[config.mk]
export PLATFORM = sky130hd
export DESIGN_NAME = axil_region_router
export DESIGN_NICKNAME = d
export VERILOG_FILES = /design/src/rtl/rr_pkg.sv /design/src/rtl/rr_region_decode.sv /design/src/rtl/rr_wr_steer.sv /design/src/rtl/rr_rd_steer.sv /design/src/rtl/axil_region_router.sv
export SDC_FILE = /design/constraint.sdc
export NUM_CORES = 1
export LEC_CHECK = 0
export BUFFER_PORTS_ARGS = -buffer_cell sky130_fd_sc_hd__clkbuf_2
export CORE_AREA = 2 2 183 185
export CTS_CLUSTER_SIZE = 16
export DETAILED_ROUTE_END_ITERATION = 16
export DIE_AREA = 0 0 185 187
export HOLD_SLACK_MARGIN = 0.15
export RECOVER_POWER = 100
export SETUP_SLACK_MARGIN = 0.4
export SYNTH_ARGS = -nofsm -noshare
export SYNTH_HDL_FRONTEND = slang
export SYNTH_HIERARCHICAL = 1
export SYNTH_SLANG_ARGS = --single-unit
[constraint.sdc]
create_clock -name clk -period 1.5 [get_ports clk]
set_clock_uncertainty 0.05 [all_clocks]
set_input_delay 0.075 -clock clk [delete_from_list [all_inputs] [get_ports clk]]
set_output_delay 0.075 -clock clk [all_outputs]
set_load 0.03 [all_outputs]
[src/rtl/rr_pkg.sv]
package rr_pkg;

  localparam int unsigned RR_ADDR_W   = 32;
  localparam int unsigned RR_DATA_W   = 32;
  localparam int unsigned RR_N_TGT    = 5;
  localparam int unsigned RR_PAGE_LSB = 12;

  // Page bases, target 0 in the least significant slot.
  localparam logic [RR_N_TGT*RR_ADDR_W-1:0] RR_DEF_BASE = {
    32'h0005_8000,   // 4: local registers
    32'h0005_4000,   // 3: memory-interface PLL
    32'h0005_2000,   // 2: group A PLL
    32'h0005_1000,   // 1: group C PLL
    32'h0005_0000    // 0: group B PLL
  };

  localparam logic [31:0] RR_MISS_WORD = 32'hDEAD_DEC0;
  localparam logic [1:0]  RESP_OKAY    = 2'b00;

  typedef enum logic [1:0] {WS_IDLE, WS_XFER, WS_RESP} wr_state_e;
  typedef enum logic [1:0] {RS_IDLE, RS_ADDR, RS_DATA} rd_state_e;

endpackage

[src/rtl/rr_region_decode.sv]
module rr_region_decode #(
  parameter int unsigned ADDR_W   = rr_pkg::RR_ADDR_W,
  parameter int unsigned N_TGT    = rr_pkg::RR_N_TGT,
  parameter int unsigned PAGE_LSB = rr_pkg::RR_PAGE_LSB,
  parameter logic [N_TGT*ADDR_W-1:0] TGT_BASE = rr_pkg::RR_DEF_BASE
) (
  input  logic [ADDR_W-PAGE_LSB-1:0] page,
  output logic [N_TGT-1:0]           hit,
  output logic                       miss
);
  localparam int unsigned PAGE_W = ADDR_W - PAGE_LSB;

  for (genvar g = 0; g < N_TGT; g++) begin : g_cmp
    localparam logic [ADDR_W-1:0] BASE = TGT_BASE[g*ADDR_W +: ADDR_W];
    localparam logic [PAGE_W-1:0] BASE_PAGE = BASE[ADDR_W-1:PAGE_LSB];
    assign hit[g] = (page == BASE_PAGE);
  end

  assign miss = ~|hit;
endmodule

[src/rtl/rr_wr_steer.sv]
module rr_wr_steer #(
  parameter int unsigned ADDR_W = rr_pkg::RR_ADDR_W,
  parameter int unsigned N_TGT  = rr_pkg::RR_N_TGT
) (
  input  logic                 clk,
  input  logic                 rst_n,
  input  logic [N_TGT-1:0]     hit,
  input  logic                 miss,
  input  logic                 s_awvalid,
  output logic                 s_awready,
  input  logic [ADDR_W-1:0]    s_awaddr,
  input  logic                 s_wvalid,
  output logic                 s_wready,
  output logic                 s_bvalid,
  input  logic                 s_bready,
  output logic [1:0]           s_bresp,
  output logic [N_TGT-1:0]     t_awvalid,
  input  logic [N_TGT-1:0]     t_awready,
  output logic [ADDR_W-1:0]    t_awaddr,
  output logic [N_TGT-1:0]     t_wvalid,
  input  logic [N_TGT-1:0]     t_wready,
  input  logic [N_TGT-1:0]     t_bvalid,
  output logic [N_TGT-1:0]     t_bready,
  input  logic [2*N_TGT-1:0]   t_bresp
);
  import rr_pkg::*;

  wr_state_e          state_q;
  logic [N_TGT-1:0]   sel_q;
  logic               miss_q;
  logic [ADDR_W-1:0]  addr_q;
  logic               aw_pend_q, w_pend_q;
  logic               aw_take, w_take, aw_left, w_left;
  logic [1:0]         bresp_sel;

  assign s_awready = (state_q == WS_IDLE);
  assign t_awaddr  = addr_q;
  assign t_awvalid = (state_q == WS_XFER && aw_pend_q) ? sel_q : '0;
  assign s_wready  = (state_q == WS_XFER) && w_pend_q && (miss_q || |(t_wready & sel_q));
  assign t_wvalid  = (state_q == WS_XFER && w_pend_q && s_wvalid) ? sel_q : '0;
  assign t_bready  = (state_q == WS_RESP && s_bready) ? sel_q : '0;
  assign s_bvalid  = (state_q == WS_RESP) && (miss_q || |(t_bvalid & sel_q));

  assign aw_take = (state_q == WS_XFER) && aw_pend_q && |(t_awready & sel_q);
  assign w_take  = s_wvalid && s_wready;
  assign aw_left = aw_pend_q && !aw_take;
  assign w_left  = w_pend_q && !w_take;

  always_comb begin
    bresp_sel = '0;
    for (int i = 0; i < N_TGT; i++)
      if (sel_q[i]) bresp_sel = bresp_sel | t_bresp[2*i +: 2];
  end
  assign s_bresp = miss_q ? RESP_OKAY : bresp_sel;

  always_ff @(posedge clk) begin
    if (!rst_n) begin
      state_q   <= WS_IDLE;
      sel_q     <= '0;
      miss_q    <= 1'b0;
      addr_q    <= '0;
      aw_pend_q <= 1'b0;
      w_pend_q  <= 1'b0;
    end else begin
      case (state_q)
        WS_IDLE: if (s_awvalid) begin
          sel_q     <= hit;
          miss_q    <= miss;
          addr_q    <= s_awaddr;
          aw_pend_q <= !miss;
          w_pend_q  <= 1'b1;
          state_q   <= WS_XFER;
        end
        WS_XFER: begin
          aw_pend_q <= aw_left;
          w_pend_q  <= w_left;
          if (!aw_left && !w_left) state_q <= WS_RESP;
        end
        WS_RESP: if (s_bvalid && s_bready) begin
          sel_q   <= '0;
          state_q <= WS_IDLE;
        end
        default: state_q <= WS_IDLE;
      endcase
    end
  end
endmodule

[src/rtl/rr_rd_steer.sv]
module rr_rd_steer #(
  parameter int unsigned ADDR_W = rr_pkg::RR_ADDR_W,
  parameter int unsigned DATA_W = rr_pkg::RR_DATA_W,
  parameter int unsigned N_TGT  = rr_pkg::RR_N_TGT,
  parameter logic [DATA_W-1:0] MISS_WORD = DATA_W'(rr_pkg::RR_MISS_WORD)
) (
  input  logic                    clk,
  input  logic                    rst_n,
  input  logic [N_TGT-1:0]        hit,
  input  logic                    miss,
  input  logic                    s_arvalid,
  output logic                    s_arready,
  input  logic [ADDR_W-1:0]       s_araddr,
  output logic                    s_rvalid,
  input  logic                    s_rready,
  output logic [DATA_W-1:0]       s_rdata,
  output logic [1:0]              s_rresp,
  output logic [N_TGT-1:0]        t_arvalid,
  input  logic [N_TGT-1:0]        t_arready,
  output logic [ADDR_W-1:0]       t_araddr,
  input  logic [N_TGT-1:0]        t_rvalid,
  output logic [N_TGT-1:0]        t_rready,
  input  logic [DATA_W*N_TGT-1:0] t_rdata,
  input  logic [2*N_TGT-1:0]      t_rresp
);
  import rr_pkg::*;

  rd_state_e          state_q;
  logic [N_TGT-1:0]   sel_q;
  logic               miss_q;
  logic [ADDR_W-1:0]  addr_q;
  logic [DATA_W-1:0]  rdata_sel;
  logic [1:0]         rresp_sel;

  assign s_arready = (state_q == RS_IDLE);
  assign t_araddr  = addr_q;
  assign t_arvalid = (state_q == RS_ADDR) ? sel_q : '0;
  assign t_rready  = (state_q == RS_DATA && s_rready) ? sel_q : '0;
  assign s_rvalid  = (state_q == RS_DATA) && (miss_q || |(t_rvalid & sel_q));

  always_comb begin
    rdata_sel = '0;
    rresp_sel = '0;
    for (int i = 0; i < N_TGT; i++)
      if (sel_q[i]) begin
        rdata_sel = rdata_sel | t_rdata[DATA_W*i +: DATA_W];
        rresp_sel = rresp_sel | t_rresp[2*i +: 2];
      end
  end
  assign s_rdata = miss_q ? MISS_WORD : rdata_sel;
  assign s_rresp = miss_q ? RESP_OKAY : rresp_sel;

  always_ff @(posedge clk) begin
    if (!rst_n) begin
      state_q <= RS_IDLE;
      sel_q   <= '0;
      miss_q  <= 1'b0;
      addr_q  <= '0;
    end else begin
      case (state_q)
        RS_IDLE: if (s_arvalid) begin
          sel_q   <= hit;
          miss_q  <= miss;
          addr_q  <= s_araddr;
          state_q <= miss ? RS_DATA : RS_ADDR;
        end
        RS_ADDR: if (|(t_arready & sel_q)) state_q <= RS_DATA;
        RS_DATA: if (s_rvalid && s_rready) begin
          sel_q   <= '0;
          state_q <= RS_IDLE;
        end
        default: state_q <= RS_IDLE;
      endcase
    end
  end
endmodule

[src/rtl/axil_region_router.sv]
module axil_region_router #(
  parameter int unsigned ADDR_W   = rr_pkg::RR_ADDR_W,
  parameter int unsigned DATA_W   = rr_pkg::RR_DATA_W,
  parameter int unsigned N_TGT    = rr_pkg::RR_N_TGT,
  parameter int unsigned PAGE_LSB = rr_pkg::RR_PAGE_LSB,
  parameter logic [N_TGT*ADDR_W-1:0] TGT_BASE = rr_pkg::RR_DEF_BASE,
  parameter logic [DATA_W-1:0] MISS_WORD = DATA_W'(rr_pkg::RR_MISS_WORD)
) (
  input  logic                    clk,
  input  logic                    rst_n,
  input  logic                    s_awvalid,
  output logic                    s_awready,
  input  logic [ADDR_W-1:0]       s_awaddr,
  input  logic                    s_wvalid,
  output logic                    s_wready,
  input  logic [DATA_W-1:0]       s_wdata,
  input  logic [DATA_W/8-1:0]     s_wstrb,
  output logic                    s_bvalid,
  input  logic                    s_bready,
  output logic [1:0]              s_bresp,
  input  logic                    s_arvalid,
  output logic                    s_arready,
  input  logic [ADDR_W-1:0]       s_araddr,
  output logic                    s_rvalid,
  input  logic                    s_rready,
  output logic [DATA_W-1:0]       s_rdata,
  output logic [1:0]              s_rresp,
  output logic [N_TGT-1:0]        t_awvalid,
  input  logic [N_TGT-1:0]        t_awready,
  output logic [ADDR_W-1:0]       t_awaddr,
  output logic [N_TGT-1:0]        t_wvalid,
  input  logic [N_TGT-1:0]        t_wready,
  output logic [DATA_W-1:0]       t_wdata,
  output logic [DATA_W/8-1:0]     t_wstrb,
  input  logic [N_TGT-1:0]        t_bvalid,
  output logic [N_TGT-1:0]        t_bready,
  input  logic [2*N_TGT-1:0]      t_bresp,
  output logic [N_TGT-1:0]        t_arvalid,
  input  logic [N_TGT-1:0]        t_arready,
  output logic [ADDR_W-1:0]       t_araddr,
  input  logic [N_TGT-1:0]        t_rvalid,
  output logic [N_TGT-1:0]        t_rready,
  input  logic [DATA_W*N_TGT-1:0] t_rdata,
  input  logic [2*N_TGT-1:0]      t_rresp
);
  logic [N_TGT-1:0] aw_hit, ar_hit;
  logic             aw_miss, ar_miss;

  // Write data and strobes fan out to every target; only the selected
  // target sees t_wvalid.
  assign t_wdata = s_wdata;
  assign t_wstrb = s_wstrb;

  rr_region_decode #(.ADDR_W(ADDR_W), .N_TGT(N_TGT), .PAGE_LSB(PAGE_LSB), .TGT_BASE(TGT_BASE))
    u_aw_dec (.page(s_awaddr[ADDR_W-1:PAGE_LSB]), .hit(aw_hit), .miss(aw_miss));

  rr_region_decode #(.ADDR_W(ADDR_W), .N_TGT(N_TGT), .PAGE_LSB(PAGE_LSB), .TGT_BASE(TGT_BASE))
    u_ar_dec (.page(s_araddr[ADDR_W-1:PAGE_LSB]), .hit(ar_hit), .miss(ar_miss));

  rr_wr_steer #(.ADDR_W(ADDR_W), .N_TGT(N_TGT)) u_wr (
    .clk(clk), .rst_n(rst_n), .hit(aw_hit), .miss(aw_miss),
    .s_awvalid(s_awvalid), .s_awready(s_awready), .s_awaddr(s_awaddr),
    .s_wvalid(s_wvalid), .s_wready(s_wready),
    .s_bvalid(s_bvalid), .s_bready(s_bready), .s_bresp(s_bresp),
    .t_awvalid(t_awvalid), .t_awready(t_awready), .t_awaddr(t_awaddr),
    .t_wvalid(t_wvalid), .t_wready(t_wready),
    .t_bvalid(t_bvalid), .t_bready(t_bready), .t_bresp(t_bresp)
  );

  rr_rd_steer #(.ADDR_W(ADDR_W), .DATA_W(DATA_W), .N_TGT(N_TGT), .MISS_WORD(MISS_WORD)) u_rd (
    .clk(clk), .rst_n(rst_n), .hit(ar_hit), .miss(ar_miss),
    .s_arvalid(s_arvalid), .s_arready(s_arready), .s_araddr(s_araddr),
    .s_rvalid(s_rvalid), .s_rready(s_rready), .s_rdata(s_rdata), .s_rresp(s_rresp),
    .t_arvalid(t_arvalid), .t_arready(t_arready), .t_araddr(t_araddr),
    .t_rvalid(t_rvalid), .t_rready(t_rready), .t_rdata(t_rdata), .t_rresp(t_rresp)
  );
endmodule

== Yosys cells after proc, flatten, opt, wreduce, memory -nomap -nowiden ==
Index checks and enable logic that the tools add are counted.

* Register bits: 82
* Latch bits: 0
* RAM bits: 0
* ROM bits: 0
* Bits of input ports: 312
* Output and inout port bits: 166
* Word-level logic and storage cells: 132
* Memories: 0

* $add $sub $neg: 0
* Multipliers: 0
* Divide/modulo/power cells: 0
* Order comparisons: 0
* Eq/ne operators: 20
* Shifts and indexed selects: 0
* Muxes and demuxes: 42
* Bitwise logic cells: 17
* Reduce and logical (&&, ||, !) cells: 43

{| class="wikitable"
|+ Operators with widths
! operator !! count
|-
| == test 20 x 7 -> 1 bit (second input constant) || 10
|-
| 2-to-1 mux 32 bit || 6
|-
| bitwise OR 32 bit || 4
|-
| 2-to-1 mux 5 bit || 9
|-
| 2-to-1 mux 2 bit || 19
|-
| OR reduction 5 bit || 7
|-
| AND 5 bit || 5
|-
| one-hot mux 5 bit (2 select lines) || 2
|-
| bitwise OR 2 bit || 8
|-
| logical AND 1 bit || 15
|-
| != test 2 bit (second input constant) || 6
|-
| one-hot mux 2 bit (3 select lines) || 2
|-
| AND reduction 3 bit || 4
|-
| zero test 1 bit || 6
|-
| AND reduction 2 bit || 3
|-
| nonzero test 2 bit || 3
|-
| == test 2 x 1 -> 1 bit (second input constant) || 2
|-
| == test 2 bit (second input constant) || 2
|-
| zero test 2 bit || 2
|-
| one-hot mux 1 bit (2 select lines) || 2
|-
| logical OR 1 bit || 3
|-
| 2-to-1 mux 1 bit || 2
|}

== Longest topological paths before layout ==
Gate-level depths: netlist (run 1).

* Word-level depth: 11
* Mapped depth: 5
* Gate-level depth less buffers: 5

== Hierarchy ==
The synthesis (run 1) kept the hierarchy.

{| class="wikitable"
|+ Modules (own cells, without submodules)
! module !! instances !! cells each !! area an instance (µm²) !! sequential area each (µm²)
|-
| rr_rd_steer || 1 || 348 || 2602.5 || 800.8
|-
| rr_wr_steer || 1 || 233 || 1893.1 || 840.8
|-
| rr_region_decode || 2 || 18 || 150.1 || 0.0
|-
| axil_region_router || 1 || 36 || 270.3 || 0.0
|}

== Worst setup path after synthesis (run 1) ==
No wires, ideal clock.

* Kind: reg-to-output
* Start point: register u_rd.sel_q[4]
* End point: output port s_rdata[13]
* Data arrival time: 1405 ps
* Data required time: 1375 ps
* Path slack: -30 ps
* Stages on the path, launching flop included: 5
* Path buffers: 2
* Path through: dfxtp_1 -> buf_2 -> buf_1 -> a22oi_1 -> a21oi_1

* Word-level cells in the longest chain between the ends: 2

{| class="wikitable"
|+ Ends and longest elaborated chain
! element !! RTL line !! source
|-
| from (decl) || rr_rd_steer.sv:29 || <nowiki>logic [N_TGT-1:0] sel_q;</nowiki>
|-
| from (signal assigned) || rr_rd_steer.sv:62 || <nowiki>sel_q <= hit;</nowiki>
|-
| 2-to-1 mux 32 bit || rr_rd_steer.sv:45 || <nowiki>if (sel_q[i]) begin</nowiki>
|-
| 2-to-1 mux 32 bit || rr_rd_steer.sv:50 || <nowiki>assign s_rdata = miss_q ? MISS_WORD : rdata_sel;</nowiki>
|-
| to (decl) || axil_region_router.sv:26 || <nowiki>output logic [DATA_W-1:0] s_rdata,</nowiki>
|}

Every way passes these cells.

== Final worst setup path (run 1) ==
* Start point: register u_rd.sel_q[2]
* End point: output port s_rdata[4]

* Word-level cells in the longest chain between the ends: 6

{| class="wikitable"
|+ Ends and longest elaborated chain
! element !! RTL line !! source
|-
| 2-to-1 mux 32 bit (*) || rr_rd_steer.sv:45 ||
|-
| bitwise OR 32 bit || rr_rd_steer.sv:46 || <nowiki>rdata_sel = rdata_sel | t_rdata[DATA_W*i +: DATA_W];</nowiki>
|-
| 2-to-1 mux 32 bit (*) || rr_rd_steer.sv:45 ||
|-
| bitwise OR 32 bit || rr_rd_steer.sv:46 ||
|-
| 2-to-1 mux 32 bit (*) || rr_rd_steer.sv:45 ||
|-
| 2-to-1 mux 32 bit (*) || rr_rd_steer.sv:50 ||
|}

Mark *: on every way between the ends. The rest lies on a longest branch, timed or not.

==> impl_metrics.tcl, run 1 <==
set metrics [dict create \
    status "finished with violations" \
    violations "setup timing" \
    instances_no_fill 1665 \
    min_path_cells 4 \
    rsz0062_at_grt "yes" \
    synthMuxAreaShare_pct 0 \
    rows 67 \
    cp_cell_sequence "buf_12 > a222oi_1 > a21oi_2 > clkbuf_8" \
    n_fill_cell 3171 \
    clock_latency_ps 350 \
    min_period_over_period_pct 137 \
    synth-simple-area-share_pct 25.4 \
    worstRegToRegCells 9 \
    drt_iter0_markers 441 \
    post-dp-hpwl_um 20300 \
    netlist_area_sq_um 5070 \
    routed_via_density 4.59 \
    h-tree-depth 3 \
    max_stage_delay_ps 730 \
    cp.required_ps 1370 \
    power_density_nw_per_um2 635 \
    antenna_found_initial 2 \
    grt_max_degree 73 \
    grt.total_usage_pct 17.6 \
    synthFlopType "dfxtp_1" \
    cts_buffers 9 \
    worstSetupStartpointType "flop" \
    worstSetupEndpointType "output port" \
    finalHoldViolCount 0 \
    critPathSlowestCell "a222oi_1" \
    drcViolationCount 0 \
    post-route-min-period_ps 2060 \
    synth_edf_count 0 \
    ys_seq_area_share_pct 32.4 \
    finalWirelength_um 34200 \
    clkTransAtPathRegs_ps 70 \
    dieArea_sq_um 34600 \
    cts_tree "built" \
    syn_nets 965 \
    fin_nets 1522 \
    layout-drive-gt1-share_pct 64.5 \
    yosys_warnings 6 \
    die_height_um 187 \
    synthArstFlopShare_pct 0 \
    drtPass1Iterations 5 \
    drtAntennaViolNets 0 \
    ios 478 \
    final_common_cell "clkbuf_2" \
    ys_ff_latch 82 \
    start_util_pct 15.4 \
    grt_pass1_wl_um 45600 \
    ff_latch_area_sq_um 1700 \
    cts.sinks 82 \
    critPathMaxFanout 25 \
    clock_path_buffers 2 \
    leakagePower_nw 5.24 \
    maxCapViolations 0 \
    postLayoutCoreUtil_pct 37.7 \
    reg2reg_slack_ps -270 \
    peakVddDrop_mv 0.643 \
    setup_viol 119 \
    num_vias 7642 \
    cts-root-buf "clkbuf_16" \
    dieWidth_um 185 \
    fmax_mhz 485 \
    overflow 0 \
    synth_fa_ha_area_share_pct 0 \
    pre_cts_slack_ps -149 \
    crit_path_end "s_rdata[4]" \
    synth_top_family_by_area "compound AO/OA/AOI/OAI gates" \
    startpoint "u_rd/sel_q[2]" \
    syn_inst 653 \
    multiInputGateArea_sq_um 4450 \
    hold_class "input pin to flop" \
    whs_ps 36.7 \
    layout_setup_ws_ps -561 \
    synth_xor_area_share_pct 0 \
    avgRoutedWirePerCell_um 20.5 \
    r2r_end "u_rd/state_q[1]" \
    synth_area_per_cell_sq_um 7.76 \
    critical_path_class "flop to output port" \
    ys_types 43 \
    grt_pass1_vias 7648 \
    reg2reg_from "u_rd/sel_q[0]" \
    finalMaxSlewViolations 0 \
    slew_headroom_pct 41.0 \
    arrival_ps 1940 \
    io_buffer_count 405 \
    place_congestion 0.866 \
    areaGrowthSynthToFinish_pct 145 \
    core-area_sq_um 32900 \
    most-common-layout-cells "clkbuf_2, dlygate4sd3_1, clkbuf_1" \
    max_slew.worst_pin.slew_ps 884 \
    fin_setup_tns_ps -16080 \
    synth_compound_gate_area_share_pct 31.1 \
    dp.cells 1450 \
]
-- worst min-delay path by stage --
stage                startpoint             to  slack [ps]
floorplan              s_wvalid  u_wr/w_pend_q         130
global placement    s_wdata[13]    t_wdata[13]         100
detailed placement  s_wdata[13]    t_wdata[13]         100
CTS                 t_wready[4]  u_wr/w_pend_q          -7
global route        t_wready[4]  u_wr/w_pend_q          20
finish              t_wready[4]  u_wr/w_pend_q          40
-- sequential cells by signal (all words and copies together) (netlist names) --
signal / flops
u_wr/miss_q: 1
u_wr/aw_pend_q: 1
u_wr/state_q: 2
u_rd/t_araddr: 32
u_rd/state_q: 2
u_rd/sel_q: 5
u_wr/w_pend_q: 1
u_wr/sel_q: 5
u_rd/miss_q: 1
u_wr/t_awaddr: 32
-- logic make-up (layout without fill, tap and decap cells) --
kind of cell / Yosys count / after routing
AOI/OAI and AO/OA: 223 / 223
buffers and inverters: 96 / 658
and+or+nand+nor: 252 / 252
DFF: 82 / 82
other: 0 / 2
-- area by class of cell --
type	instances	area share [%]
clock inverters	7	0.515
clock buffers	9	1.82
well taps	448	4.52
repair buffers	638	43.4
diodes	2	0.0404
flip-flops and latches	82	13.7
multi-input cells	475	35.9
inverters	4	0.121
-- metal layers --
layer	global-route usage (%)	vias to the layer above	part of all wire, %
met1	17.0	3657	33
met4	9.40	0	5.0
met2	33.8	433	54
li1	-	3479	-
met5	0	-	0
met3	4.24	73	7.7
-- report_power, final --
group          internal [mW]  switching [mW]  leakage [nW]
Clock                   1.15            1.06         0.139
Combinational           1.50            1.69          4.42
Sequential              2.31           0.157         0.685
-- Yosys cell counts, types with 2 or more instances --
library cell,n,area [sq um]
nor2_1,9,33.8
dfxtp_1,82,1640
nor3b_2,2,25.0
a222oi_1,18,180
a21boi_1,32,240
nor3_1,2,10.0
buf_2,24,120
a22oi_1,65,488
a21boi_0,34,255
buf_4,39,293
nor4b_2,6,90.1
a31oi_1,8,50.1
or2_2,2,12.5
nor2b_1,3,18.8
nand3_1,40,200
clkbuf_1,20,75.1
buf_6,3,33.8
nand2b_1,4,25.0
nand4_2,2,25.0
o21ai_0,12,60.1
and2_1,20,125
nor4_1,6,37.5
nand3b_1,4,30.0
o21bai_1,2,15.0
nand2_1,135,507
buf_1,5,18.8
a211oi_1,3,22.5
and4_1,2,17.5
and3_1,7,43.8
nor4_2,4,50.1
inv_1,4,15.0
a21oi_1,43,215
-- critical path, delay by kind of cell, from the launching register on --
| family | cells | cell delay (ps) |
|---|---|---|
| AO/OA/AOI/OAI | 2 | 830 |
| flip-flops | 1 | 370 |
| buffers and inverters | 2 | 370 |
-- per-stage QoR --
step,area [sq um],total power [mW]
2_1_floorplan,5850,3.57
3_3_place_gp,8160,4.25
3_5_place_dp,8160,4.26
4_1_cts,11600,7.65
5_1_grt,12400,8.20
6_report,12400,7.87
-- what timing repair did --
| item | CTS | global route |
|---|---|---|
| endpoints found under the hold margin | 114 | 6 |
| setup endpoints to repair | 149 | 163 |
| pin swaps | 124 | 135 |
| resized for setup | 338 | 301 |
| cloned | 18 | 3 |
| buffers inserted | 41 | 20 |
| hold buffers | 115 | 4 |
(Power assumes the default switching activity.)
==> run 2: changes to the inputs <==
- BUFFER_PORTS_ARGS: -buffer_cell sky130_fd_sc_hd__clkbuf_2 -> -buffer_cell sky130_fd_sc_hd__buf_2
==> impl_metrics.tcl, run 2 (same netlist as run 1, synthesis figures left out) <==
set metrics [dict create \
    grt.total_usage_pct 18.5 \
    ios 478 \
    critPathSlowestCell "a222oi_1" \
    io_buffer_count 405 \
    overflow 0 \
    cp_cell_sequence "buf_12 > a222oi_1 > a21oi_2 > buf_6" \
    place_congestion 0.834 \
    status "finished with violations" \
    route.met2.wl_um 19500 \
    total_power_mw 8.02 \
    drt_iter0_markers 422 \
    leakagePower_nw 5.33 \
    cp.required_ps 1370 \
    max_slew.worst_pin.slew_ps 887 \
    layout-drive-gt1-share_pct 68.0 \
    drtAntennaViolNets 0 \
    clkTransAtPathRegs_ps 70 \
    cts.sinks 82 \
    fin_nets 1541 \
    critPathMaxFanout 5 \
    postLayoutCoreUtil_pct 38.5 \
    whs_ps 129 \
    grt_pass1_vias 7894 \
    final_common_cell "buf_2" \
    rsz0062_at_grt "yes" \
    cts-root-buf "clkbuf_16" \
    die_height_um 187 \
    worstSetupEndpointType "output port" \
    rows 67 \
    setup_viol 109 \
    finalWirelength_um 35100 \
    clock_path_buffers 2 \
    areaGrowthSynthToFinish_pct 149 \
    core-area_sq_um 32900 \
    antenna_found_initial 5 \
    n_fill_cell 3177 \
    drcViolationCount 0 \
    avgRoutedWirePerCell_um 20.8 \
    finalMaxSlewViolations 0 \
    top_layer "met4" \
    start_util_pct 15.4 \
    h-tree-depth 3 \
    routed_via_density 4.62 \
    critical_path_class "flop to output port" \
    wl_met1_um 11400 \
    dieWidth_um 185 \
    violations "setup timing" \
    post-route-min-period_ps 2040 \
    wl_met3_um 2540 \
    finalHoldViolCount 0 \
    arrival_ps 1910 \
    post-dp-hpwl_um 20500 \
    cts_tree "built" \
    fmax_mhz 491 \
    layout_setup_ws_ps -538 \
    power_density_nw_per_um2 634 \
    cts_buffers 9 \
    slew_headroom_pct 40.8 \
    max_stage_delay_ps 780 \
    grt_pass1_wl_um 47300 \
    maxCapViolations 0 \
    dieArea_sq_um 34600 \
    drtPass1Iterations 6 \
    num_vias 7795 \
    hold_class "input pin to flop" \
    min_period_over_period_pct 136 \
    peakVddDrop_mv 0.525 \
    clock_latency_ps 360 \
    grt_max_degree 50 \
    worstSetupStartpointType "flop" \
    most-common-layout-cells "buf_2, dlygate4sd3_1, buf_6" \
]
==> run 2: changes by cell type in the layout (fill, tap and decap cells not counted), sizes merged <==
| cell | previous run | this run |
|---|---|---|
| clkinvlp | 1 | 3 |
| dlymetal6s4s | 0 | 1 |
| clkinv | 4 | 1 |
| clkbuf | 376 | 75 |
| dlygate4sd3 | 115 | 110 |
| diode | 2 | 5 |
| buf | 156 | 481 |
==> run 2: final timing paths <==
kind / cells after the start / startpoint / slack, ps / end
max: 4 / u_rd/sel_q[0] / -540 / s_rdata[4]
min reg2reg: 2 / u_rd/t_araddr[12] / 410 / u_rd/t_araddr[12]
min: 4 / t_awready[0] / 130 / u_wr/state_q[0]
max reg2reg: 7 / u_rd/state_q[0] / -120 / u_rd/t_araddr[17]
==> run 2: timing repair <==
| action | CTS | global route |
|---|---|---|
| hold buffers | 110 | 10 |
| buffers inserted | 63 | 17 |
| cloned | 23 | 0 |
| gates resized for setup | 411 | 187 |
| hold endpoints to repair | 116 | 10 |
| pin swaps | 176 | 131 |
| setup endpoints to repair | 149 | 154 |
==> run 2: metal layers <==
layer  track usage [%]  vias to the layer above
met2              36.7                      439
li1                  -                     3519
met4              8.88                        0
met3              4.26                       69
met5                 0                        -
met1              17.5                     3768
==> run 2: layout make-up <==
class / count / area [sq um] / area share [%]
sequential: 82 / 1690 / 13.4
clock inverter: 6 / 48.8 / 0.386
antenna: 5 / 12.5 / 0.0990
tap: 448 / 561 / 4.44
timing repair buffer: 657 / 5470 / 43.3
clock buffer: 10 / 239 / 1.89
inverter: 4 / 15.0 / 0.119
multi-input combinational: 475 / 4600 / 36.4
==> run 2: critical path: cells and delay by family (launching register included) <==
family	cells	cell delay, ps
AO/OA/AOI/OAI	2	890
buffers and inverters	2	310
flip-flops	1	350
==> run 2: through the flow <==
stage	instances	setup TNS [ps]	setup slack, ps	instance area, sq um
2_1_floorplan	653	0	232	5850
3_3_place_gp	1452	-214	-140	8190
3_5_place_dp	1452	-261	-165	8190
4_1_cts	1664	-14590	-539	11900
5_1_grt	1686	-21620	-599	12600
6_report	1687	-15830	-538	12600
==> run 2: where the power goes <==
| group | switching (mW) | internal, mW |
|---|---|---|
| Combinational | 1.77 | 1.58 |
| Sequential | 0.145 | 2.32 |
| Clock | 1.03 | 1.18 |
==> run 3: changes to the inputs <==
- PLACE_DENSITY_LB_ADDON: default -> 0.12
==> impl_metrics.tcl, run 3 (same netlist as run 1, synthesis figures left out) <==
set metrics [dict create \
    status "finished with violations" \
    violations "setup timing" \
    use_met1_pct 19.7 \
    reg2reg_from "u_rd/sel_q[0]" \
    grt.total_usage_pct 17.1 \
    io_buffer_count 405 \
    fin_area_sq_um 12200 \
    power_density_nw_per_um2 651 \
    areaGrowthSynthToFinish_pct 142 \
    routed_via_density 4.32 \
    whs_ps 46.5 \
    overflow 0 \
    rsz0062_at_grt "yes" \
    min_period_over_period_pct 121 \
    place_congestion 0.785 \
    r2r_end "u_rd/state_q[1]" \
    cp.required_ps 1370 \
    layout_setup_ws_ps -319 \
    finalHoldViolCount 0 \
    start_util_pct 15.4 \
    pre_cts_slack_ps -40.2 \
    antenna_found_initial 6 \
    slew_headroom_pct 64.3 \
    drtPass1Iterations 5 \
    most-common-layout-cells "buf_2, dlygate4sd3_1, buf_6" \
    critPathMaxFanout 4 \
    drcViolationCount 0 \
    fin_nets 1541 \
    maxCapViolations 0 \
    cts_buffers 9 \
    use_met3_pct 3.87 \
    hold_class "input pin to flop" \
    grt_pass1_vias 7399 \
    peakVddDrop_mv 0.694 \
    core-area_sq_um 32900 \
    dieWidth_um 185 \
    worstSetupStartpointType "flop" \
    leakagePower_nw 5.22 \
    drt_iter0_markers 248 \
    fmax_mhz 550 \
    dieArea_sq_um 34600 \
    finalWirelength_um 31100 \
    grt.met2_usage_pct 31.2 \
    clkTransAtPathRegs_ps 60 \
    setup_viol 49 \
    max_slew.worst_pin.slew_ps 537 \
    worstHoldEndpoint "u_rd/state_q[1]" \
    reg2reg_slack_ps -40 \
    final_common_cell "buf_2" \
    rows 67 \
    avgRoutedWirePerCell_um 18.5 \
    placed_cell_area_sq_um 8320 \
    n_fill_cell 3480 \
    worstRegToRegCells 7 \
    drtAntennaViolNets 0 \
    cts_tree "built" \
    clock_path_buffers 2 \
    post-dp-hpwl_um 21600 \
    critical_path_class "flop to output port" \
    h-tree-depth 3 \
    cts.sinks 82 \
    post-route-min-period_ps 1820 \
    ios 478 \
    fin_setup_tns_ps -8770 \
    cts-root-buf "clkbuf_16" \
    hp-start "t_rvalid[4]" \
    grt_pass1_wl_um 44500 \
    num_vias 7276 \
    arrival_ps 1690 \
    grt_max_degree 63 \
    clock_latency_ps 350 \
    finalMaxSlewViolations 0 \
    top_usage_layer "met2" \
    die_height_um 187 \
    layout-drive-gt1-share_pct 65.0 \
    min_path_cells 4 \
    postLayoutCoreUtil_pct 37.3 \
    worstSetupEndpointType "output port" \
]
==> run 3: area by class of cell <==
| cell class | instances | area, sq um | area share (%) |
|---|---|---|---|
| Tap cell | 448 | 561 | 4.58 |
| Clock buffer | 11 | 243 | 1.98 |
| Clock inverter | 5 | 77.6 | 0.634 |
| Timing Repair Buffer | 656 | 5270 | 43.0 |
| Sequential cell | 82 | 1690 | 13.8 |
| Antenna cell | 4 | 10.0 | 0.0818 |
| Inverter | 4 | 15.0 | 0.123 |
| Multi-Input combinational cell | 476 | 4380 | 35.7 |
==> run 3: critical path, cell delays in order, from the launching register on <==
cell	delay (ps)
dfxtp_4	370
buf_12	140
buf_12	120
a222oi_1	320
buf_4	190
a21oi_2	50
buf_6	140
==> run 3: worst max-delay path by stage <==
stage | end | slack, ps | depth (start not counted) | from
final | s_rdata[4] | -320 | 6 | u_rd/sel_q[0]
after global routing | s_rdata[4] | -410 | 6 | u_rd/sel_q[0]
after CTS | s_rdata[5] | -380 | 5 | u_rd/sel_q[0]
after detailed placement | s_rdata[29] | -40 | 4 | u_rd/sel_q[1]
after global placement | s_rdata[5] | -10 | 5 | u_rd/sel_q[0]
after floorplan | u_wr/t_awaddr[15] | 230 | 5 | u_wr/state_q[1]
==> run 3: what timing repair did <==
item,in CTS,in global routing
endpoints found under the hold margin,114,8
resized for setup,352,166
buffers inserted,58,13
setup endpoints to repair,148,155
cloned,17,0
pin swaps,159,115
hold buffers,108,5
==> run 3: per-stage QoR <==
step	std cells	power, mW
6_report	1686	7.96
5_1_grt	1684	8.37
4_1_cts	1667	7.90
3_5_place_dp	1468	4.28
3_3_place_gp	1468	4.28
2_1_floorplan	653	3.57
==> run 3: metal layers <==
layer | part of all wire [%] | vias up
li1 | - | 3526
met1 | 39 | 3449
met2 | 52 | 275
met3 | 7.0 | 26
met4 | 1.6 | 0
met5 | 0 | -
==> run 3: report_power, final <==
group	internal, mW	switching, mW	leakage (nW)
clock	1.50	0.967	0.156
combinational	1.48	1.56	4.38
sequential	2.31	0.143	0.684
total	5.29	2.67	5.22
